## config.mk

```make
export PLATFORM = sky130hd
export DESIGN_NAME = ocp_pulse_guard
export DESIGN_NICKNAME = d
export VERILOG_FILES = /design/src/rtl/ocp_pkg.sv /design/src/rtl/ocp_blank_timer.sv /design/src/rtl/ocp_skip_tracker.sv /design/src/rtl/ocp_hiccup_timer.sv /design/src/rtl/ocp_pulse_guard.sv
export SDC_FILE = /design/constraint.sdc
export NUM_CORES = 1
export LEC_CHECK = 0
export BUFFER_PORTS_ARGS = -buffer_cell sky130_fd_sc_hd__buf_2
export CAP_MARGIN = 20
export CORE_AREA = 2 2 77 79
export CTS_BUF_LIST = sky130_fd_sc_hd__clkbuf_8
export DETAILED_ROUTE_END_ITERATION = 8
export DIE_AREA = 0 0 79 81
export GPL_ROUTABILITY_DRIVEN = 1
export HOLD_SLACK_MARGIN = 0.05
export PLACE_DENSITY = 0.48
export SLEW_MARGIN = 20
export SYNTH_ARGS = -nofsm -noshare
export SYNTH_HDL_FRONTEND = slang
export SYNTH_SLANG_ARGS = --single-unit
```

## constraint.sdc

```tcl
create_clock -name clk -period 2.2 [get_ports clk]
set_clock_uncertainty 0.2 [all_clocks]
set_input_delay 0.11 -clock clk [delete_from_list [all_inputs] [get_ports clk]]
set_output_delay 0.11 -clock clk [all_outputs]
set_load 0.01 [all_outputs]
```

## src/rtl/ocp_pkg.sv

```systemverilog
package ocp_pkg;

  // Saturating step up of the adaptive skip count.
  function automatic int unsigned skip_step_up(input int unsigned cur, input int unsigned cap);
    return (cur >= cap) ? cap : cur + 1;
  endfunction

  // Floored step down of the adaptive skip count.
  function automatic int unsigned skip_step_down(input int unsigned cur);
    return (cur == 0) ? 0 : cur - 1;
  endfunction

endpackage

```

## src/rtl/ocp_blank_timer.sv

```systemverilog
module ocp_blank_timer #(
  parameter int unsigned MASK_CLKS = 40
) (
  input  logic clk,
  input  logic rst_n,
  input  logic cyc_start,
  input  logic conduct_start,
  output logic samp_evt
);
  localparam int unsigned MW = $clog2(MASK_CLKS + 1);

  logic [MW-1:0] mask_cnt;
  logic          armed;

  always_ff @(posedge clk or negedge rst_n) begin
    if (!rst_n) begin
      mask_cnt <= '0;
      armed    <= 1'b0;
    end else if (conduct_start) begin
      mask_cnt <= MW'(MASK_CLKS);
      armed    <= 1'b1;
    end else if (cyc_start) begin
      armed    <= 1'b0;
    end else if (armed) begin
      if (mask_cnt != '0) mask_cnt <= mask_cnt - 1'b1;
      else                armed    <= 1'b0;
    end
  end

  assign samp_evt = armed && (mask_cnt == '0);

  AST_BLANK_AFTER_START: assert property (@(posedge clk) disable iff (!rst_n)
    conduct_start |=> !samp_evt);

endmodule

```

## src/rtl/ocp_skip_tracker.sv

```systemverilog
module ocp_skip_tracker #(
  parameter int unsigned MAX_SKIP = 7,
  parameter int unsigned CW       = $clog2(MAX_SKIP + 1)
) (
  input  logic          clk,
  input  logic          rst_n,
  input  logic          soft_hit,
  input  logic          clean_hit,
  input  logic          skip_take,
  input  logic          clear,
  output logic [CW-1:0] skip_cnt,
  output logic          skipping
);
  logic [CW-1:0] skip_left;
  logic [CW-1:0] cnt_up;
  logic [CW-1:0] cnt_dn;

  always_comb begin
    cnt_up = CW'(ocp_pkg::skip_step_up(32'(skip_cnt), MAX_SKIP));
    cnt_dn = CW'(ocp_pkg::skip_step_down(32'(skip_cnt)));
  end

  always_ff @(posedge clk or negedge rst_n) begin
    if (!rst_n) begin
      skip_cnt  <= '0;
      skip_left <= '0;
    end else if (clear) begin
      skip_cnt  <= '0;
      skip_left <= '0;
    end else if (soft_hit) begin
      skip_cnt  <= cnt_up;
      skip_left <= cnt_up;
    end else if (clean_hit) begin
      skip_cnt  <= cnt_dn;
    end else if (skip_take && skip_left != '0) begin
      skip_left <= skip_left - 1'b1;
    end
  end

  assign skipping = (skip_left != '0);

  AST_SKIP_SATURATE: assert property (@(posedge clk) disable iff (!rst_n)
    (soft_hit && skip_cnt == CW'(MAX_SKIP)) |=> skip_cnt == CW'(MAX_SKIP));
  AST_LEFT_BOUND: assert property (@(posedge clk) disable iff (!rst_n)
    skip_left <= skip_cnt);
  AST_CLEAN_NO_RISE: assert property (@(posedge clk) disable iff (!rst_n)
    clean_hit |=> skip_cnt <= $past(skip_cnt));

endmodule

```

## src/rtl/ocp_hiccup_timer.sv

```systemverilog
module ocp_hiccup_timer #(
  parameter int unsigned HICCUP_CYC = 2048
) (
  input  logic clk,
  input  logic rst_n,
  input  logic trigger,
  input  logic cyc_tick,
  output logic busy
);
  localparam int unsigned HW = $clog2(HICCUP_CYC + 1);

  logic [HW-1:0] left;

  always_ff @(posedge clk or negedge rst_n) begin
    if (!rst_n)                       left <= '0;
    else if (trigger)                 left <= HW'(HICCUP_CYC);
    else if (cyc_tick && left != '0)  left <= left - 1'b1;
  end

  assign busy = (left != '0);

  AST_HICCUP_NO_UNDERFLOW: assert property (@(posedge clk) disable iff (!rst_n)
    (!busy && !trigger) |=> !busy);

endmodule

```

## src/rtl/ocp_pulse_guard.sv

```systemverilog
module ocp_pulse_guard #(
  parameter int unsigned MASK_CLKS  = 40,
  parameter int unsigned MAX_SKIP   = 7,
  parameter int unsigned HICCUP_CYC = 2048
) (
  input  logic clk,
  input  logic rst_n,
  input  logic cyc_start,
  input  logic oc_raw,
  input  logic softstart_on,
  output logic gate_en,
  output logic gate_off,
  output logic hiccup_req,
  output logic [$clog2(MAX_SKIP+1)-1:0] skip_level
);
  localparam int unsigned SKW = $clog2(MAX_SKIP + 1);

  // Named internal events
  logic hic_busy, skipping, samp_evt;
  logic conduct_start, skip_take, hic_take;
  logic sample_fire, oc_hit, clean_hit, soft_hit, reg_hit;
  logic conducting, cut;

  assign conduct_start = cyc_start && !hic_busy && !skipping;
  assign skip_take     = cyc_start && !hic_busy &&  skipping;
  assign hic_take      = cyc_start &&  hic_busy;
  assign sample_fire   = samp_evt && !cyc_start;
  assign oc_hit        = sample_fire &&  oc_raw;
  assign clean_hit     = sample_fire && !oc_raw;
  assign soft_hit      = oc_hit &&  softstart_on;
  assign reg_hit       = oc_hit && !softstart_on;

  ocp_blank_timer #(.MASK_CLKS(MASK_CLKS)) u_blank (
    .clk(clk), .rst_n(rst_n), .cyc_start(cyc_start),
    .conduct_start(conduct_start), .samp_evt(samp_evt)
  );

  ocp_skip_tracker #(.MAX_SKIP(MAX_SKIP), .CW(SKW)) u_skip (
    .clk(clk), .rst_n(rst_n), .soft_hit(soft_hit), .clean_hit(clean_hit),
    .skip_take(skip_take), .clear(reg_hit), .skip_cnt(skip_level),
    .skipping(skipping)
  );

  ocp_hiccup_timer #(.HICCUP_CYC(HICCUP_CYC)) u_hiccup (
    .clk(clk), .rst_n(rst_n), .trigger(reg_hit), .cyc_tick(hic_take),
    .busy(hic_busy)
  );

  always_ff @(posedge clk or negedge rst_n) begin
    if (!rst_n) begin
      conducting <= 1'b0;
      cut        <= 1'b0;
    end else if (cyc_start) begin
      conducting <= conduct_start;
      cut        <= 1'b0;
    end else if (oc_hit) begin
      cut        <= 1'b1;
    end
  end

  assign gate_en    = conducting;
  assign gate_off   = cut;
  assign hiccup_req = hic_busy;

  AST_CUT_ONLY_AFTER_SAMPLE: assert property (@(posedge clk) disable iff (!rst_n)
    $rose(gate_off) |-> $past(samp_evt));
  AST_SKIP_GATE_LOW: assert property (@(posedge clk) disable iff (!rst_n)
    skip_take |=> !gate_en && !gate_off);
  AST_HICCUP_ENTRY: assert property (@(posedge clk) disable iff (!rst_n)
    reg_hit |=> hiccup_req && skip_level == '0);
  AST_HICCUP_GATE_LOW: assert property (@(posedge clk) disable iff (!rst_n)
    hic_take |=> !gate_en);
  AST_RESTART_REARMS: assert property (@(posedge clk) disable iff (!rst_n)
    (cyc_start && samp_evt) |=> !gate_off);

endmodule

```

==> impl_metrics.yaml, run 1 <==
run_status:
  status: "completed"
floorplan:
  die_area_um2: 6399
  die_h_um: 81
  core-area_um2: 5675
  chipWidth_um: 79
  initial_core_util_pct: 28.42
  rows: 28
  ioPinCount: 11
yosys:
  synthArstFlopShare_pct: 100.0
  ys_warn_count: 0
  synth-adder-area-share_pct: 7.758
  synthCells: 171
  ys_ff_latch: 27
  synth_compound_area_share_pct: 12.72
  syn-num-nets: 186
  ys_types: 40
  synth_top_family_by_area: "simple AND/OR/NAND/NOR gates"
  ys.flop_type: "dfrtp_1"
  syn_avg_cell_area_um2: 9.432
  synth_edf_count: 0
  synth_area_um2: 1613
  synth_mux_area_share_pct: 5.120
  yosys.area_share.simple_pct: 24.36
  synth-seq-area-share_pct: 41.89
  synth_xor_area_share_pct: 3.258
timing:
  clock.fmax_ghz: 0.4754
  tightest_slew_ns: 0.6031
  period_share_pct: 95.62
  relSlewSlack_pct: 59.79
  maxSlewViolCount: 0
  setup-tns-final_ns: 0
  finalSetupViolCount: 0
  whs_ns: 0.1723
  period_needed_ns: 2.104
  rsz0062_at_grt: "false"
  final-hold-violation-count: 0
power:
  powerDensity_nw_per_um2: 1069
  irDropWorstVdd_v: 0.0004252
  p_leak_nw: 0.8724
  total_power_mw: 2.063
global_routing:
  antenna_found_initial: 0
  gr-total-overflow: 0
  grt_pass1_wl_mm: 5.802
  grt_pass1_vias: 1191
  gr-usage-all-layers_pct: 11.56
  grt_max_degree: 28
final_layout:
  drive_gt1_share_pct: 17.68
  fillers: 603
  antenna-diode-count: 0
  layout_common_cells: "dfrtp_1 (27), inv_1 (17), nand2_1 (16)"
  layout.cells.non_filler: 273
  nets: 214
  area_growth_pct: 19.71
  multi_input_area_um2: 875.8
  final_common_cell: "dfrtp_1"
  seqCellArea_um2: 675.6
route:
  viasPerCell: 4.648
  num_vias: 1269
  wl_per_cell_um: 12.11
  ant_nets: 0
  detail_route.drc_violations: 0
  drt_first_iter_violations: 32
  routed_wl_mm: 3.307
  dr.pass1.iters: 4
setup_path:
  timing.critical_path.from: "u_hiccup.left[1]"
  crit_path_max_fanout: 4
  worstPathCellList: "inv_1 -> ha_1 -> or3b_2 -> o41ai_2 -> buf_4 -> o21ai_0 -> nor2b_1"
  crit_family: "simple AND/OR/NAND/NOR gates"
  cp-end-kind: "flip-flop"
  critical_path.startpoint_type: "flip-flop"
  crit_slowest_cell: "or3b_2"
  critPathCapture: "u_hiccup.left[4]"
  slowest_delay_ns: 0.50
  crit_type: "flip-flop to flip-flop"
  rr_endpoint: "u_hiccup.left[4]"
  cp.required_ns: 2.16
  r2r_cells: 7
  crit_cells: 7
  crit_arrival_ns: 2.07
  worstReg2RegStart: "u_hiccup.left[1]"
  crit_buf_inv: 2
  reg2reg_slack_ns: 0.1
placed_design:
  gp_congestion: 0.7664
  port_buffers: 10
  hpwl_mm: 2.552
  place_inst: 265
clock_network:
  clock_path_buffers: 2
  root_buffer: "clkbuf_8"
  cts_sinks: 27
  worstSkewPairLatency_ns: 0.27
  path_clk_slew_ns: 0.09
  h-tree-depth: 1
  cts_tree: "built"
  cts_buffers: 3
job:
  cap_violations: 0
min_path:
  hold_class: "primary input to async pin"
[through the flow]
| stage | worst slack [ns] | instance area [um^2] | utilization (%) |
|---|---|---|---|
| CTS | 0.04632 | 1913 | 33.71 |
| detailed placement | 0.06668 | 1828 | 32.21 |
| global route | 0.009109 | 1931 | 34.02 |
| finish | 0.09643 | 1931 | 34.02 |
| floorplan | 0.09075 | 1613 | - |
| global placement | 0.1050 | 1828 | 32.21 |
[where the power goes]
group	total [mW]	switching (mW)	internal (mW)
sequential	0.881	0.195	0.686
combinational	0.902	0.459	0.443
clock	0.280	0.154	0.125
total	2.06	0.809	1.25
[metal layers]
metal | share of wire, % | wire length (um) | GRT usage [%] | up-vias
li1 | - | - | - | 659
met1 | 48 | 1585 | 15.46 | 593
met2 | 48 | 1602 | 19.15 | 13
met3 | 2.1 | 70 | 2.000 | 4
met4 | 1.5 | 48 | 3.621 | 0
met5 | 0 | 0 | 0 | -
[worst reg2reg max path, stage by stage, from the launching register on]
cell and delay, ns:
dfrtp_1 0.40, inv_1 0.09, ha_1 0.17, or3b_2 0.50, o41ai_2 0.29, buf_4 0.17
o21ai_0 0.06, nor2b_1 0.13
[kinds of logic after synthesis]
kind of cell / Yosys count
xor gates and xnor gates: 6
buffers and inverters: 19
and+or+nand+nor: 68
AOI/OAI and AO/OA: 33
DFF: 27
adders and majority gates: 10
muxes: 8
[sequential cells by signal, indices dropped and copies added, names as in the netlist]
signal	cells
gate_en	1
gate_off	1
u_blank.armed	1
u_blank.mask_cnt	6
u_hiccup.left	12
u_skip.skip_cnt	3
u_skip.skip_left	3
[cells in the mapped netlist (all sizes together), types with 4 or more instances]
library cell   n  area share [%]
dfrtp         27              42
inv           16             3.7
nand2         16             3.7
nor2          13             4.0
a21oi         12             3.7
ha            10             7.8
mux2i          6             3.7
o21ai          6             1.9
nand3          5             1.6
or3            5             1.9
nand2b         4             1.6
nor3           4             1.2
o31ai          4             1.9
or4            4             2.1
[repair_timing]
action                                 CTS  global route
buffers inserted                         0             0
endpoints found under the hold margin   37             0
setup endpoints to repair                0             6
hold buffers                             4             0
gates resized for setup                  0             3
[layout make-up]
cell class	instances	share of cell area, %
multi-input cells	125	45.37
flip-flops and latches	27	35.00
repair buffers	26	9.332
well taps	75	4.861
inverters	16	3.111
clock buffers	3	2.139
clock inverters	1	0.1944
[worst min-delay path by stage]
stage                     slack [ns]  cells past startpoint                to
after CTS                       0.21                      2  u_hiccup.left[8]
after detailed placement       -0.03                      1  u_hiccup.left[8]
final                           0.17                      2  u_hiccup.left[4]
after global placement         -0.03                      1  u_hiccup.left[4]
after floorplan                -0.39                      0           gate_en
after global routing            0.23                      2  u_hiccup.left[4]
No activity file was read; power rests on OpenSTA's default activity.
==> run 2, diff against run 1 <==
==> constraint.sdc (replaced) <==
create_clock -name clk -period 2.2 [get_ports clk]
set_clock_uncertainty 0.2 [all_clocks]
set_input_delay 0.22 -clock clk [delete_from_list [all_inputs] [get_ports clk]]
set_output_delay 0.22 -clock clk [all_outputs]
set_load 0.01 [all_outputs]
==> run 2 against run 1 <==
  * Routed wire length up 0.36%
  * Via count is 0.16% lower
  * Global-route usage barely moved
  * Combinational power is 2% higher
  * Register-to-register slack about the same
  * Largest power group unchanged
==> impl_metrics.yaml, run 2 (synthesized netlist as in run 1, its figures left out) <==
final_layout:
  drive_gt1_share_pct: 18.46
  antenna-diode-count: 0
  layout_common_cells: "dfrtp_1 (27), inv_1 (17), nand2_1 (16)"
  reg_top3: "u_hiccup.left x12, u_blank.mask_cnt x6"
  area_growth_pct: 19.08
  nets: 211
  final_common_cell: "dfrtp_1"
  largest_reg_flops: 12
  top_register: "u_hiccup.left"
  fillers: 601
  layout.cells.non_filler: 270
clock_network:
  worstSkewPairLatency_ns: 0.27
  root_buffer: "clkbuf_8"
  h-tree-depth: 1
  clock_path_buffers: 2
  cts_sinks: 27
  cts_tree: "built"
  post_cts_buffers: 0
  path_clk_slew_ns: 0.10
  cts_buffers: 3
timing:
  finalSetupViolCount: 0
  final-hold-violation-count: 0
  rsz0062_at_grt: "false"
  relSlewSlack_pct: 59.91
  period_share_pct: 95.55
  tightest_slew_ns: 0.6013
  clock.fmax_ghz: 0.4757
  period_needed_ns: 2.102
  setup-tns-final_ns: 0
  maxSlewViolCount: 0
setup_path:
  critical_path.startpoint_type: "flip-flop"
  crit_family: "simple AND/OR/NAND/NOR gates"
  slowest_delay_ns: 0.50
  crit_buf_inv: 2
  reg2reg_slack_ns: 0.1
  timing.critical_path.from: "u_hiccup.left[1]"
  cp.required_ns: 2.16
  worstPathCellList: "inv_1 -> ha_1 -> or3b_2 -> o41ai_2 -> buf_4 -> o21ai_0 -> nor2b_1"
  rr_endpoint: "u_hiccup.left[4]"
  r2r_cells: 7
  critPathCapture: "u_hiccup.left[4]"
  crit_slowest_cell: "or3b_2"
  crit_cells: 7
  crit_arrival_ns: 2.07
  crit_path_max_fanout: 4
  crit_type: "flip-flop to flip-flop"
  cp-end-kind: "flip-flop"
  worstReg2RegStart: "u_hiccup.left[1]"
floorplan:
  ioPinCount: 11
  rows: 28
  core-area_um2: 5675
  initial_core_util_pct: 28.42
  die_h_um: 81
  chipWidth_um: 79
  die_area_um2: 6399
route:
  drt_first_iter_violations: 32
  routed_wl_mm: 3.319
  num_vias: 1267
  detail_route.drc_violations: 0
  ant_nets: 0
  viasPerCell: 4.693
  wl_per_cell_um: 12.29
  dr.pass1.iters: 4
global_routing:
  gr-total-overflow: 0
  grt_max_degree: 28
  grt_pass1_vias: 1192
  grt_pass1_wl_mm: 5.816
  gr-usage-all-layers_pct: 11.59
  antenna_found_initial: 0
placed_design:
  place_inst: 265
  port_buffers: 10
  hpwl_mm: 2.552
  gp_congestion: 0.7664
power:
  powerDensity_nw_per_um2: 1092
  p_leak_nw: 0.8611
  irDropWorstVdd_v: 0.0004265
run_status:
  status: "completed"
min_path:
  hold_class: "primary input to flip-flop"
job:
  cap_violations: 0
run 2: cell count changes in the layout (fill, tap and decap cells not counted):
cell	before	now
dlygate4sd3_1	4	1
nand3_1	5	4
nand3_2	0	1
nor3b_2	1	0
nor3b_4	0	1
nor4_2	2	1
nor4_4	0	1
run 2: report_power, final:
part           total (mW)  internal [mW]  switching, mW  leakage (nW)
registers           0.897          0.686          0.211         0.339
clock network       0.283          0.125          0.157        0.0269
logic               0.918          0.455          0.463         0.495
run 2: worst register-to-register path: cells and delay by family (launching register included):
family | cells | cell delay, ns
AOI/OAI and AO/OA | 2 | 0.34
DFF | 1 | 0.40
buffers and inverters | 2 | 0.26
adders and majority gates | 1 | 0.17
and+or+nand+nor | 2 | 0.63
run 2: cell type report:
type	count	area (um^2)	share of cell area, %
Inverter	16	60.06	3.127
Clock inverter	1	3.754	0.1954
Sequential cell	27	675.6	35.18
Clock buffer	3	41.29	2.150
Timing Repair Buffer	23	150.1	7.818
Tap cell	75	93.84	4.886
Multi-Input combinational cell	125	895.9	46.64
run 2: worst min-delay path by stage:
| stage | start | endpoint | slack, ns | cells past startpoint |
|---|---|---|---|---|
| 2_1_floorplan | rst_n | gate_en | -0.28 | 0 |
| 5_1_grt | oc_raw | u_skip.skip_cnt[2] | 0.06 | 3 |
| 6_report | oc_raw | u_skip.skip_cnt[2] | 0.06 | 3 |
| 3_3_place_gp | rst_n | u_hiccup.left[4] | 0.08 | 1 |
| 4_1_cts | oc_raw | u_skip.skip_cnt[2] | 0.06 | 3 |
| 3_5_place_dp | rst_n | u_hiccup.left[8] | 0.08 | 1 |
run 2: metrics by stage:
step	power (mW)	area [um^2]	utilization [%]	setup WS [ns]	hold slack, ns
floorplan	1.464	1613	-	0.09075	-0.2756
detailed placement	1.774	1828	32.21	0.06668	0.08494
global placement	1.764	1828	32.21	0.1050	0.07979
global route	2.304	1921	33.84	0.007977	0.06242
CTS	2.065	1883	33.18	0.003864	0.05723
finish	2.097	1921	33.84	0.09799	0.06433
run 2: layer usage:
layer | part of all wire (%) | wire length, um | track usage, % | vias up
met5 | 0 | 0 | 0 | -
met4 | 1.4 | 48 | 3.621 | 0
met3 | 1.8 | 61 | 2.000 | 4
met2 | 49 | 1612 | 19.15 | 9
met1 | 48 | 1596 | 15.53 | 598
li1 | - | - | - | 656
run 2: what timing repair did:
item,4_1_cts,5_1_grt
hold buffers,1,0
setup endpoints to repair,0,6
resized for setup,0,6
endpoints found under the hold margin,27,0
